$ cat config.mk
export PLATFORM = sky130hd
export DESIGN_NAME = pdi_mode_ctrl
export DESIGN_NICKNAME = d
export VERILOG_FILES = /design/src/rtl/pdi_mode_pkg.sv /design/src/rtl/pdi_code_decode.sv /design/src/rtl/pdi_pin_mask.sv /design/src/rtl/pdi_mode_ctrl.sv
export SDC_FILE = /design/constraint.sdc
export NUM_CORES = 1
export LEC_CHECK = 0
export ABC_AREA = 1
export BUFFER_PORTS_ARGS = -buffer_cell sky130_fd_sc_hd__buf_4
export CAP_MARGIN = 15
export CORE_MARGIN = 5
export CORE_UTILIZATION = 38
export CTS_CLUSTER_SIZE = 8
export DETAILED_ROUTE_END_ITERATION = 10
export GPL_TIMING_DRIVEN = 0
export PLACE_DENSITY = 0.8
export REMOVE_ABC_BUFFERS = 1
export SYNTH_ARGS = -nofsm -noshare
export SYNTH_HDL_FRONTEND = slang
export SYNTH_SLANG_ARGS = --single-unit
$ cat constraint.sdc
create_clock -name clk -period 1.6 [get_ports clk]
set_input_delay 0.24 -clock clk [delete_from_list [all_inputs] [get_ports clk]]
set_output_delay 0.24 -clock clk [all_outputs]
set_load 0.01 [all_outputs]
$ cat src/rtl/pdi_mode_pkg.sv
package pdi_mode_pkg;

    // Number of downstream protocol engine selects
    localparam int SEL_W = 9;

    typedef enum logic [3:0] {
        MD_OFF    = 4'd0,
        MD_DIO    = 4'd1,
        MD_SERIAL = 4'd2,
        MD_BRIDGE = 4'd3,
        MD_AS16   = 4'd4,
        MD_AS8    = 4'd5,
        MD_SY16   = 4'd6,
        MD_SY8    = 4'd7,
        MD_SPLIT  = 4'd8,
        MD_BUS    = 4'd9
    } pdi_mode_e;

    typedef enum logic {
        ST_WAIT   = 1'b0,
        ST_ACTIVE = 1'b1
    } ctrl_state_e;

endpackage

$ cat src/rtl/pdi_code_decode.sv
module pdi_code_decode
    import pdi_mode_pkg::*;
#(
    parameter int CODE_W = 8
) (
    input  logic [CODE_W-1:0] code,
    output pdi_mode_e         mode,
    output logic [2:0]        split_idx
);

    always_comb begin
        // codes 16..20 map to split steps 0..4 through the low bits
        split_idx = code[2:0];
        case (int'(code))
            4:                  mode = MD_DIO;
            5:                  mode = MD_SERIAL;
            7:                  mode = MD_BRIDGE;
            8:                  mode = MD_AS16;
            9:                  mode = MD_AS8;
            10:                 mode = MD_SY16;
            11:                 mode = MD_SY8;
            16, 17, 18, 19, 20: mode = MD_SPLIT;
            128:                mode = MD_BUS;
            default:            mode = MD_OFF;
        endcase
    end

endmodule

$ cat src/rtl/pdi_pin_mask.sv
module pdi_pin_mask
    import pdi_mode_pkg::*;
#(
    parameter int NUM_PINS = 32
) (
    input  pdi_mode_e           mode,
    input  logic [2:0]          split_idx,
    input  logic [NUM_PINS-1:0] dio_dir,
    output logic [NUM_PINS-1:0] pin_oe,
    output logic [NUM_PINS-1:0] pin_dir
);

    localparam int STEP = NUM_PINS / 4;

    for (genvar p = 0; p < NUM_PINS; p++) begin : g_pin
        logic split_out;
        // pin p is an output once the input count drops to p or below
        assign split_out = (p + int'(split_idx) * STEP) >= NUM_PINS;

        always_comb begin
            unique case (mode)
                MD_OFF: begin
                    pin_oe[p]  = 1'b0;
                    pin_dir[p] = 1'b0;
                end
                MD_DIO: begin
                    pin_oe[p]  = dio_dir[p];
                    pin_dir[p] = dio_dir[p];
                end
                MD_SPLIT: begin
                    pin_oe[p]  = split_out;
                    pin_dir[p] = split_out;
                end
                MD_SERIAL, MD_BRIDGE, MD_AS16, MD_AS8,
                MD_SY16, MD_SY8, MD_BUS: begin
                    pin_oe[p]  = 1'b1;
                    pin_dir[p] = 1'b0;
                end
                default: begin
                    pin_oe[p]  = 1'b0;
                    pin_dir[p] = 1'b0;
                end
            endcase
        end
    end

endmodule

$ cat src/rtl/pdi_mode_ctrl.sv
module pdi_mode_ctrl
    import pdi_mode_pkg::*;
#(
    parameter int NUM_PINS = 32,
    parameter int CODE_W   = 8
) (
    input  logic                clk,
    input  logic                rst_n,
    input  logic                poc_strap,
    input  logic [CODE_W-1:0]   poc_code,
    input  logic                cfg_done,
    input  logic                cfg_ok,
    input  logic [CODE_W-1:0]   cfg_code,
    input  logic [NUM_PINS-1:0] dio_dir,
    output logic [CODE_W-1:0]   status_code,
    output logic [SEL_W-1:0]    sel_stb,
    output logic [NUM_PINS-1:0] pin_oe,
    output logic [NUM_PINS-1:0] pin_dir,
    output logic                sync_oe,
    output logic                ldone_oe,
    output logic                ldone_out
);

    ctrl_state_e       state_q, state_d;
    logic [CODE_W-1:0] code_q, code_d;
    logic              loaded_q;
    logic              load_good;
    pdi_mode_e         dec_mode, mode_eff;
    logic [2:0]        split_idx;

    assign load_good = cfg_done & cfg_ok;

    // Next-state logic: T_STRAP has priority over T_LOAD
    always_comb begin
        state_d = state_q;
        code_d  = code_q;
        unique case (state_q)
            ST_WAIT: begin
                if (poc_strap) begin
                    state_d = ST_ACTIVE;
                    code_d  = poc_code;
                end else if (load_good) begin
                    state_d = ST_ACTIVE;
                    code_d  = cfg_code;
                end
            end
            ST_ACTIVE: begin
                state_d = ST_ACTIVE;
            end
            default: begin
                state_d = ST_WAIT;
            end
        endcase
    end

    // State register
    always_ff @(posedge clk) begin
        if (!rst_n) begin
            state_q  <= ST_WAIT;
            code_q   <= '0;
            loaded_q <= 1'b0;
        end else begin
            state_q  <= state_d;
            code_q   <= code_d;
            loaded_q <= loaded_q | load_good;
        end
    end

    pdi_code_decode #(.CODE_W(CODE_W)) u_decode (
        .code      (code_q),
        .mode      (dec_mode),
        .split_idx (split_idx)
    );

    // Output process
    always_comb begin
        unique case (state_q)
            ST_ACTIVE: begin
                mode_eff = dec_mode;
                sync_oe  = 1'b1;
            end
            default: begin
                mode_eff = MD_OFF;
                sync_oe  = 1'b0;
            end
        endcase
        status_code = code_q;
        ldone_oe    = loaded_q;
        ldone_out   = loaded_q;
    end

    for (genvar s = 0; s < SEL_W; s++) begin : g_stb
        assign sel_stb[s] = (mode_eff == pdi_mode_e'(4'(s + 1)));
    end

    pdi_pin_mask #(.NUM_PINS(NUM_PINS)) u_mask (
        .mode      (mode_eff),
        .split_idx (split_idx),
        .dio_dir   (dio_dir),
        .pin_oe    (pin_oe),
        .pin_dir   (pin_dir)
    );

endmodule

**Word level (Yosys, flattened, before mapping)**

Cells that the tools add are included.

- Bits in writable memories: 0
- Flip-flop bits (word level): 10
- Bits in read-only memories: 0
- Memories kept: 0
- Input bits: 53
- Bits in latches: 0
- Word-level logic and storage cells: 167

- $mul: 0
- $add $sub $neg: 31
- Reduce and logical (&&, ||, !) cells: 4
- Shift operators: 0
- Equality and inequality tests: 22
- Muxes and demuxes: 72
- Divide/modulo/power cells: 0
- $lt $le $gt $ge: 32
- Bitwise logic cells: 3

Operator list:

| kind | count |
|---|---|
| 32-bit by 7-bit greater-or-equal comparator with 1-bit output, second input constant | 31 |
| 5-bit by 6-bit adder with 7-bit output, first input constant | 16 |
| 1-bit case mux with 3 select lines | 32 |
| 1-bit case mux with 2 select lines | 33 |
| 4-bit by 6-bit adder with 7-bit output, first input constant | 8 |
| 8-bit by 5-bit == test with 1-bit output, second input constant | 5 |
| 4-bit case mux with 9 select lines | 1 |
| 8-bit by 4-bit == test with 1-bit output, second input constant | 4 |
| 3-bit by 6-bit adder with 7-bit output, first input constant | 4 |
| 8-bit by 3-bit == test with 1-bit output, second input constant | 3 |
| 4-bit by 3-bit == test with 1-bit output, second input constant | 4 |
| 8-bit two-way mux | 2 |
| 2-bit by 6-bit adder with 7-bit output, first input constant | 2 |
| 4-bit by 2-bit == test with 1-bit output, second input constant | 2 |
| 4-bit == test, second input constant | 2 |
| 8-bit == test, second input constant | 1 |
| 1-bit by 6-bit adder with 7-bit output, first input constant | 1 |
| 7-bit OR reduction | 1 |
| 6-bit greater-or-equal comparator, second input constant | 1 |
| 5-bit OR reduction | 1 |
| 4-bit by 1-bit == test with 1-bit output, second input constant | 1 |
| 4-bit two-way mux | 1 |
| 1-bit two-way mux | 3 |
| 2-bit AND reduction | 1 |
| 4 further kinds | 4 |

**Logic depth before layout (Yosys ltp)**

Gate-level depths: netlist of the first run.

- Depth after elaboration: 7
- Mapped depth: 12
- Gate-level depth less buffers: 11

**By module**

A second synthesis of the first run with hierarchy kept.

- Cells, all modules: 278
- Area, all modules: 1,455.1 µm²

By module, submodules not included:

| module | area an instance (µm²) | times used | cells each |
|---|---|---|---|
| pdi_pin_mask | 663.1 | 1 | 135 |
| pdi_mode_ctrl | 629.4 | 1 | 109 |
| pdi_code_decode | 162.7 | 1 | 34 |

**Worst setup path after synthesis of the first run**

No wires, ideal clock.

- Path type: register -> output
- From: reg code_q[3], in the netlist status_code[3]
- To: out pin_dir[11]
- Cell stages (with the launch flop): 12
- Arrival time: 1.524 ns
- Path slack: -0.164 ns
- Cells stage by stage: dfxtp_1 inv_2 nor2_2 nand2_1 nor2_2 nor2_2 nand3_4 nand3_4 nor2_8 buf_12 nand2_4 nand2_1

- Longest elaborated chain between the ends: 6
- Elaborated cells on any way between the ends: 19
- Classes of those cells: 15 x eq/ne; 3 x mux; 1 x reduce/logical

RTL lines:

| what | RTL line | RTL |
|---|---|---|
| start, declared | pdi_mode_ctrl.sv:25 | `logic [CODE_W-1:0] code_q, code_d;` |
| start signal, assigned | pdi_mode_ctrl.sv:64 | `code_q <= code_d;` |
| 8-bit by 5-bit == test with 1-bit output | pdi_code_decode.sv:14 | `case (int'(code))` |
| 5-bit OR reduction | pdi_code_decode.sv:14 |  |
| 4-bit case mux with 9 select lines * | pdi_code_decode.sv:14 |  |
| 4-bit two-way mux * | pdi_mode_ctrl.sv:77 | `unique case (state_q)` |
| 4-bit by 1-bit == test with 1-bit output * | -- |  |
| net sel_stb[0] | pdi_mode_ctrl.sv:16 | `output logic [SEL_W-1:0] sel_stb,` |
| 1-bit case mux with 2 select lines * | pdi_pin_mask.sv:21 | `unique case (mode)` |
| end, declared | pdi_mode_ctrl.sv:18 | `output logic [NUM_PINS-1:0] pin_dir,` |

Mark *: on every way through the listed nets, which the timed path passes. The rest lies on a longest branch.

**Final worst setup path of the first run**

- From: reg code_q[2], in the netlist status_code[2]
- To: out pin_oe[18]

- Longest elaborated chain between the ends: 7
- Elaborated cells on any way between the ends: 29
- Classes of those cells: 1 x add/sub; 1 x order compare; 22 x eq/ne; 3 x mux; 2 x reduce/logical

RTL lines:

| what | RTL line | RTL |
|---|---|---|
| branches (longest 6 deep; another with 32-bit by 7-bit greater-or-equal comparator with 1-bit output) | -- |  |
| 1-bit case mux with 3 select lines * | pdi_pin_mask.sv:21 |  |
| end, declared | pdi_mode_ctrl.sv:17 | `output logic [NUM_PINS-1:0] pin_oe,` |

Mark *: on every way between the ends.

==> results.ini, run 1 <==
[clocking]
clkLatencyLatePin_ns=0.23
cts_tree=yes
cts_root_buffer=clkbuf_8
path_clk_slew_ns=0.05
ctsLongestPathBuffers=2
cts_buffers=3
clkSinkCount=10
cts_max_level=1

[place]
routabilityCongestion=0.791
port_buffers=136
dp_slack_ns=-1.15
dp_hpwl_mm=4.47

[worst_setup_path]
path_cells=inv_4 -> nor2_4 -> nand2_1 -> nand2_1 -> nand2_2 -> nand3_4 -> nand3_4 -> nor2_8 -> buf_4 -> nand2_1 -> nand3_1 -> buf_4
crit_path_start_kind=register
critPathMaxFanout=7
cpPeakStageDelay_ns=0.41
path_class=reg -> out
crit_required_ns=1.36
crit_top_cell=nand2_1
arrival_ns=1.94
cp_slowest_cell=dfxtp_4
endpoint_kind=output port

[logic_synthesis]
synth_area_leaders=nand2_4 (19%), nand3_2 (16%), dfxtp_1 (11%)
ys_async_sr_fraction=0
synth_edf_count=0
synthFlopType=dfxtp_1
yosysWarnings=0
syn_area_um2=1870
synth_cells=231
yosys.area.top_type=nand2_4
synth_seq_cells=10
seq_area_frac_synth=0.107
syn_avg_cell_area_um2=8.09
synthDistinctLibCells=27
netlist.area_leader.share=0.193

[routing]
drtIter0Drc=42
ant_nets=0
wl_mm=6.74
drt_first_pass_iters=4
vias=2131
vias_per_cell=4.76
wl_per_cell_um=15.0
post-route-drc-count=0

[power]
p_int_mw=0.952
combPwrFrac=0.632
seqPwrFrac=0.207
p_per_area_nw_per_um2=446
ir_drop_mv=0.447
clockPowerShare=0.161
power_switching_mw=0.616
swShare=0.393
p_leak_nw=2.28

[outcome]
violations=setup timing
status=finished, violations left

[sta]
setup_viol=73
min_period_over_period=1.37
fin_skew_ns=0.00648
hold_violations=0
whs_ns=0.264
rsz0062_at_grt=true
slew_violations=0
fin_crit_ns=2.18
worstMarginPinSlew_ns=0.385
finalWorstSetupSlack_ns=-0.585
slew_headroom=0.743
achievable-frequency_ghz=0.458
setup_tns_ns=-36.61

[finish]
num-nets-final=436
area_growth_pct=88.3
drive_above_1_share=0.795
diodes=0
fin_util=0.740
fillers=336

[floorplanning]
ios=137
die_x_um=80.1
core_um2=4750
die-area_um2=6420
initial_utilization=0.393
rows=25
die_y_um=80.1

[global_route]
grt-ovfl-total=0
grt_pass1_wl_mm=9.81
first_global_vias=2187
antenna_found_initial=0
grt.total_usage=0.188
grt_max_degree=33

[run]
drv_cap=0

[min_path]
min_path_type=in -> reg

-- cells in the mapped netlist (2+ instances only) --
master / count
nor2_2: 7
a31oi_1: 8
nand3_1: 6
buf_6: 8
nand2_4: 32
nand3_2: 30
o21ai_0: 10
clkinv_1: 2
buf_4: 2
nand2_2: 23
nor2_1: 12
clkinv_4: 2
buf_2: 2
inv_1: 10
dfxtp_1: 10
inv_2: 2
nand4_4: 4
buf_12: 3
nand3_4: 3
nand2_1: 48
-- metal layers --
metal | track usage | share of wire
met2 | 0.377 | 0.56
met4 | 0.0507 | 0.0065
met5 | 0 | 0
met1 | 0.183 | 0.35
met3 | 0.0549 | 0.088
-- final timing paths --
path | startpoint | end | slack [ns] | depth (start not counted)
hold / removal | poc_code[6] | status_code[6] | 0.26 | 3
setup reg to reg | state_q | status_code[4] | 0.34 | 5
hold reg to reg | ldone_oe | ldone_oe | 0.48 | 2
setup / recovery | status_code[2] | pin_oe[18] | -0.58 | 12
-- cell families (layout without fill, tap and decap cells) --
group / after synthesis / after routing / synth area share
AOI/OAI and AO/OA: 21 / 21 / 0.0683
buffers and inverters: 32 / 181 / 0.139
DFF: 10 / 10 / 0.107
and+or+nand+nor: 168 / 169 / 0.685
-- placed cells by master (no fill, tap or decap), types with 2 or more instances in the layout --
cell type,instances
o21ai_0,10
nand2_1,36
dfxtp_4,5
nor2_4,6
nor2_1,9
a31oi_1,8
nor2_2,5
buf_12,8
nand3_4,3
inv_1,9
buf_4,94
dfxtp_2,4
nand2_4,37
nand2_2,30
inv_2,2
buf_6,58
nand3_2,34
nand3_1,2
clkbuf_8,3
nand4_4,4
-- metrics by stage --
step	cells	cell area, um^2	total power, mW
after floorplan	215	1680	0.693
after global placement	418	2780	1.08
after detailed placement	418	2780	1.09
after CTS	443	3390	1.53
after global routing	448	3520	1.66
final	448	3520	1.57
-- cell type report --
type / count / area (um^2) / share of cell area
clock buffer: 3 / 41.3 / 0.0117
inverter: 16 / 81.3 / 0.0231
timing repair inverter: 1 / 8.76 / 0.00249
timing repair buffer: 161 / 1540 / 0.439
sequential: 10 / 224 / 0.0637
tap: 67 / 83.8 / 0.0238
multi-input combinational: 190 / 1530 / 0.436
-- power by group through the flow --
stage               registers [mW]  logic, mW  clock network, mW
floorplan                    0.323      0.370                  0
global placement             0.319      0.759                  0
detailed placement           0.319      0.772                  0
CTS                          0.323      0.945              0.257
global route                 0.329       1.06              0.275
finish                       0.324      0.992              0.252
-- state kept, by name, indices dropped and copies added, names as in the netlist --
signal	cells
state_q	1
status_code	8
ldone_oe	1
-- what timing repair did --
item                                    CTS  global route
endpoints found under the hold margin     0             0
endpoints found under the setup margin   73            73
buffers inserted                         21             3
gates cloned                              1             2
pin swaps                                 5             2
gates resized for setup                  87            19
hold buffers                              0             0
-- worst max-delay path, delay by kind of cell (launching register included) --
family | cells | cell delay [ns]
simple gates | 9 | 0.97
buf+inv | 3 | 0.32
flops | 1 | 0.41
(Power assumes the default switching activity.)
==> run 2, diff against run 1 <==
ABC_AREA = default   (was 1)
CELL_PAD_IN_SITES_DETAIL_PLACEMENT = 1   (was default)
CELL_PAD_IN_SITES_GLOBAL_PLACEMENT = 1   (was default)
CORE_UTILIZATION = 20   (was 38)
PLACE_DENSITY = 0.77   (was 0.8)
==> results.ini, run 2 <==
[sta]
min_period_over_period=1.48  ; +0.113
setup_viol=73  ; unchanged
finalWorstSetupSlack_ns=-0.766  ; -0.182 ns
achievable-frequency_ghz=0.423  ; -7.7%
fin_skew_ns=0.00320  ; -0.00328 ns
fin_crit_ns=2.37  ; +0.182 ns
slew_headroom=0.605  ; -0.138
slew_violations=0  ; unchanged
hold_violations=0  ; unchanged
rsz0062_at_grt=true
worstMarginPinSlew_ns=0.591  ; +0.207 ns

[power]
ir_drop_mv=0.377  ; -16%
combPwrFrac=0.605  ; -0.027
seqPwrFrac=0.197  ; -0.010
p_per_area_nw_per_um2=518  ; +16%
p_int_mw=0.977  ; +2.7%
swShare=0.404  ; +0.0111
total_power_mw=1.64  ; +4.6%
clockPowerShare=0.198  ; +0.037
p_leak_nw=1.53  ; -33%
power_switching_mw=0.663  ; +7.6%

[clocking]
cts_hold_buf=0  ; unchanged
cts_root_buffer=clkbuf_8
path_clk_slew_ns=0.05  ; about the same
ctsLongestPathBuffers=2  ; unchanged
clkSinkCount=10  ; unchanged
cts_tree=yes
cts_buffers=3  ; unchanged
cts_max_level=1  ; unchanged
clkLatencyLatePin_ns=0.24  ; about the same

[place]
dp_slack_ns=-1.25  ; -0.0989 ns
routabilityCongestion=0.754  ; -4.6%
place_inst=440  ; +5.3%
dp_hpwl_mm=5.48  ; +23%
port_buffers=136  ; unchanged

[logic_synthesis]
synthDistinctLibCells=37  ; +37%
synth_cells=226  ; -2.2%
synth_edf_count=0  ; unchanged
yosys.area.top_type=o21ai_0
synth_area_leaders=o21ai_0 (16%), dfxtp_1 (14%), nand2_1 (11%)
yosysMostFrequentCell=o21ai_0
yosysWarnings=0  ; unchanged
synthFlopType=dfxtp_1
netlist.area_leader.share=0.161  ; -0.0318
syn_area_um2=1430  ; -24%
synth_seq_cells=10  ; unchanged
seq_area_frac_synth=0.140  ; +0.0329
ys_async_sr_fraction=0  ; unchanged
netlist_top_cells_count=o21ai_0 (46), nand2_1 (42), a21oi_1 (19)
syn_avg_cell_area_um2=6.32  ; -22%

[worst_setup_path]
r2r_end=status_code[1]
cpPeakStageDelay_ns=0.59  ; +0.18 ns
crit_buf_inv=3  ; unchanged
cp.depth=7  ; -5
reg2reg_from=state_q
crit_required_ns=1.36  ; about the same
startpoint=status_code[5]
arrival_ns=2.13  ; +0.19 ns
path_cells=or4_4 -> buf_12 -> a211oi_4 -> buf_6 -> a21oi_1 -> o21ai_0 -> buf_4
critPathCapture=pin_oe[10]
cp_slowest_cell=or4_4
r2r_cells=3  ; -2
crit_path_start_kind=register
path_class=reg -> out
reg2reg_setup_slack_ns=0.37  ; +0.03 ns
critPathMaxFanout=6  ; -1
endpoint_kind=output port
crit_family=simple AND/OR/NAND/NOR gates

[finish]
diodes=0  ; unchanged
area_growth_pct=121
num-nets-final=429  ; -1.6%
drive_above_1_share=0.629  ; -0.166
layout_commonest_cell=buf_4
fillers=866  ; +160%
fin_cells=471  ; +5.1%
largest_reg_flops=8  ; unchanged
layout_common_cells=buf_4 (149), nand2_1 (29), o21ai_1 (27)

[routing]
drt_first_pass_iters=4  ; unchanged
wl_mm=8.14  ; +21%
wl_per_cell_um=17.3  ; +15%
ant_nets=0  ; unchanged
drtIter0Drc=69  ; +64%
vias=2315  ; +8.6%
vias_per_cell=4.92  ; +3.3%
post-route-drc-count=0  ; unchanged

[global_route]
grt_pass1_wl_mm=11.8  ; +20%
grt.total_usage=0.164  ; -0.0236
antenna_found_initial=0  ; unchanged
grt_max_degree=29  ; -12%
first_global_vias=2297  ; +5.0%
grt-ovfl-total=0  ; unchanged

[min_path]
hold_depth=3  ; unchanged
min_path_type=in -> reg

[outcome]
violations=setup timing
status=finished, violations left

[floorplanning]
initial_utilization=0.208  ; -0.185
die-area_um2=8930  ; +39%
rows=30  ; +20%
core_um2=6870  ; +44%
die_x_um=94.5  ; +18%
ios=137  ; unchanged
die_y_um=94.5  ; +18%

[run]
drv_cap=0  ; unchanged

==> run 2: cell types whose count changed in the layout (fill, tap and decap cells not counted), moves of 9 or more <==
cell	previous run	this run
buf_4	94	149
buf_6	58	10
nand2_4	37	0
nand3_2	34	0
o21ai_1	0	27
nand2_2	30	12
o21ai_2	0	14
a21oi_1	0	13
nand3b_1	0	9
==> run 2: cell families (layout without fill, tap and decap cells) <==
logic type	after synthesis	in the layout	share of synthesized area
AO/OA/AOI/OAI	92	93	0.385
AND/OR/NAND/NOR	92	92	0.328
buffers and inverters	23	171	0.0849
flip-flops	10	10	0.140
multiplexers	8	8	0.0560
XOR/XNOR	1	1	0.00613
==> run 2: worst reg2reg max path, stage by stage (launching register included) <==
cell and delay [ns]:
dfxtp_1 0.32, nor2_2 0.48, nand2_1 0.15, o211a_1 0.17
==> run 2: how the worst min path moves through the flow <==
stage / start / end / slack [ns]
floorplan: rst_n / ldone_oe / 0.37
global placement: cfg_ok / ldone_oe / 0.51
detailed placement: cfg_ok / ldone_oe / 0.52
CTS: cfg_ok / ldone_oe / 0.27
global route: cfg_ok / ldone_oe / 0.28
finish: cfg_ok / ldone_oe / 0.27
==> run 2: per-stage QoR <==
step	area [um^2]	setup TNS [ns]	hold slack, ns	util
floorplan	1320	-89.94	0.368	-
global placement	2460	-136.31	0.508	0.358
detailed placement	2510	-76.27	0.523	0.365
CTS	2980	-50.44	0.273	0.434
global route	3160	-56.31	0.282	0.461
finish	3160	-50.35	0.275	0.461
==> run 2: layout make-up <==
| class | count | area (um^2) | share of cell area |
|---|---|---|---|
| clock buffers | 4 | 55.1 | 0.0174 |
| inverters | 2 | 7.51 | 0.00237 |
| multi-input cells | 194 | 1400 | 0.444 |
| flip-flops and latches | 10 | 216 | 0.0684 |
| well taps | 96 | 120 | 0.0380 |
| repair buffers | 165 | 1360 | 0.430 |
==> run 2: metal layers <==
layer,track usage,wire length [um]
met5,0,0
met4,0.0300,90
met3,0.0335,645
met2,0.317,4300
met1,0.186,3110
==> run 2: power groups by stage <==
stage / combinational [mW] / sequential (mW) / clock [mW]
4_1_cts: 0.922 / 0.322 / 0.332
6_report: 0.993 / 0.323 / 0.324
2_1_floorplan: 0.313 / 0.322 / 0
3_3_place_gp: 0.682 / 0.324 / 0
5_1_grt: 1.07 / 0.329 / 0.342
3_5_place_dp: 0.704 / 0.326 / 0
==> run 2: repair_timing <==
action,4_1_cts,5_1_grt
setup buffers,20,4
pin swaps,10,5
gates resized for setup,85,43
cloned,2,1
setup endpoints to repair,73,75
==> run 3, diff against run 2 <==
BUFFER_PORTS_ARGS = default   (was -buffer_cell sky130_fd_sc_hd__buf_4)
CORE_UTILIZATION = 40   (was 20)
DONT_BUFFER_PORTS = 1   (was default)
PLACE_DENSITY = 0.82   (was 0.77)
clock period = 3 ns   (was 1.6 ns; I/O delays follow)
==> results.ini, run 3 (synthesis gave the netlist of run 2 again) <==
[worst_setup_path]
critPathMaxFanout=20  ; +14
path_class=reg -> out
crit_path_start_kind=register
r2r_cells=3  ; unchanged
cp.depth=6  ; -1
crit_family=simple AND/OR/NAND/NOR gates
cp_slowest_cell=or4_4
endpoint_kind=output port
crit_required_ns=2.55  ; +1.19 ns
path_cells=or4_4 -> nor4_4 -> buf_4 -> buf_6 -> nand2_1 -> o21ai_0
cpPeakStageDelay_ns=0.69  ; +0.10 ns
arrival_ns=2.30  ; +0.17 ns
crit_buf_inv=2  ; -1

[floorplanning]
rows=21  ; -30%
die-area_um2=4870  ; -46%
ios=137  ; unchanged
initial_utilization=0.422  ; +0.214
core_um2=3390  ; -51%
die_x_um=69.8  ; -26%
die_y_um=69.8  ; -26%

[routing]
vias=1654  ; -29%
drt_first_pass_iters=4  ; unchanged
drtIter0Drc=44  ; -36%
vias_per_cell=6.34  ; +29%
wl_per_cell_um=21.4  ; +24%
ant_nets=0  ; unchanged
wl_mm=5.57  ; -32%
post-route-drc-count=0  ; unchanged

[finish]
fillers=464  ; -46%
largest_reg_flops=8  ; unchanged
layout_commonest_cell=o21ai_0
layout_common_cells=o21ai_0 (45), nand2_1 (41), a21oi_1 (19)
fin_cells=261  ; -45%
num-nets-final=270  ; -37%
diodes=0  ; unchanged
drive_above_1_share=0.102  ; -0.527
area_growth_pct=5.25

[sta]
worstMarginPinSlew_ns=0.930  ; +0.339 ns
fin_skew_ns=0.00177  ; -0.00144 ns
slew_headroom=0.378  ; -0.228
setup_tns_ns=0  ; +50.35 ns
slew_violations=0  ; unchanged
rsz0062_at_grt=false
min_period_over_period=0.916
achievable-frequency_ghz=0.364
setup_viol=0  ; -100%
hold_violations=0  ; unchanged
fin_crit_ns=2.75

[clocking]
cts_max_level=1  ; unchanged
cts_tree=yes
path_clk_slew_ns=0.06  ; about the same
clkSinkCount=10  ; unchanged
clkLatencyLatePin_ns=0.27  ; +0.03 ns
cts_buffers=3  ; unchanged
ctsLongestPathBuffers=2  ; unchanged
cts_root_buffer=clkbuf_4
cts_hold_buf=0  ; unchanged

[place]
port_buffers=0  ; -100%
routabilityCongestion=0.774  ; +2.7%
dp_hpwl_mm=4.10  ; -25%
place_inst=253  ; -43%

[global_route]
grt_max_degree=51  ; +76%
antenna_found_initial=0  ; unchanged
first_global_vias=1620  ; -29%
grt_pass1_wl_mm=8.36  ; -29%
grt-ovfl-total=0  ; unchanged
grt.total_usage=0.207  ; +0.0424

[run]
drv_cap=0  ; unchanged

[min_path]
hold_depth=1  ; -2
min_path_type=in -> reg

[outcome]
status=complete, no violations

[power]
p_per_area_nw_per_um2=334  ; -35%
p_leak_nw=0.613  ; -60%
ir_drop_mv=0.258  ; -32%

run 3: cell types whose count changed in the layout (fill, tap and decap cells not counted), sizes merged:
| cell | delta |
|---|---|
| buf | -159 |
| clkbuf | -1 |
run 3: repair_timing:
item                                   CTS  global route
setup buffers                            4             0
setup endpoints to repair               64            55
endpoints found under the hold margin    0             0
cloned                                   1             0
pin swaps                                2             0
resized for setup                        1             9
run 3: path summary, 6_finish.rpt:
check	to	slack, ns	start
worst max-delay path	pin_dir[2]	0.25	status_code[7]
worst min-delay path	status_code[6]	0.31	rst_n
worst min register to register	ldone_oe	0.64	ldone_oe
worst max register to register	status_code[4]	1.49	state_q
run 3: routing by layer:
layer	vias up	part of all wire	wire length, um	GRT usage
li1	792	-	-	-
met4	0	0.0045	25	0.0426
met2	75	0.52	2890	0.382
met5	-	0	0	0
met3	4	0.095	530	0.0754
met1	783	0.38	2130	0.224
run 3: power by group:
group          switching [mW]  internal [mW]
Sequential             0.0363          0.145
Combinational           0.161         0.0701
Clock                  0.0444         0.0463
run 3: area by class of cell:
cell class,count,area [um^2],area share
multi-input cells,194,1160,0.773
flip-flops and latches,10,201,0.134
well taps,46,57.6,0.0383
repair buffers,6,52.6,0.0349
clock buffers,3,22.5,0.0150
inverters,2,7.51,0.00499
run 3: per-stage QoR:
stage                     power (mW)  utilization  setup WS (ns)  area (um^2)  hold WS [ns]
final                          0.503        0.444          0.253         1500         0.309
after global routing           0.536        0.444          0.114         1500         0.298
after CTS                      0.493        0.432        -0.0430         1460         0.296
after detailed placement       0.393        0.412        -0.0659         1400         0.588
after global placement         0.385        0.405         -0.835         1370         0.583
after floorplan                0.338            -         -0.204         1320         0.577
run 3: worst register-to-register path, stage by stage, from the launching register on:
cell	delay [ns]
dfxtp_1	0.36
nor2_1	0.74
nand2_1	0.14
o211a_1	0.17
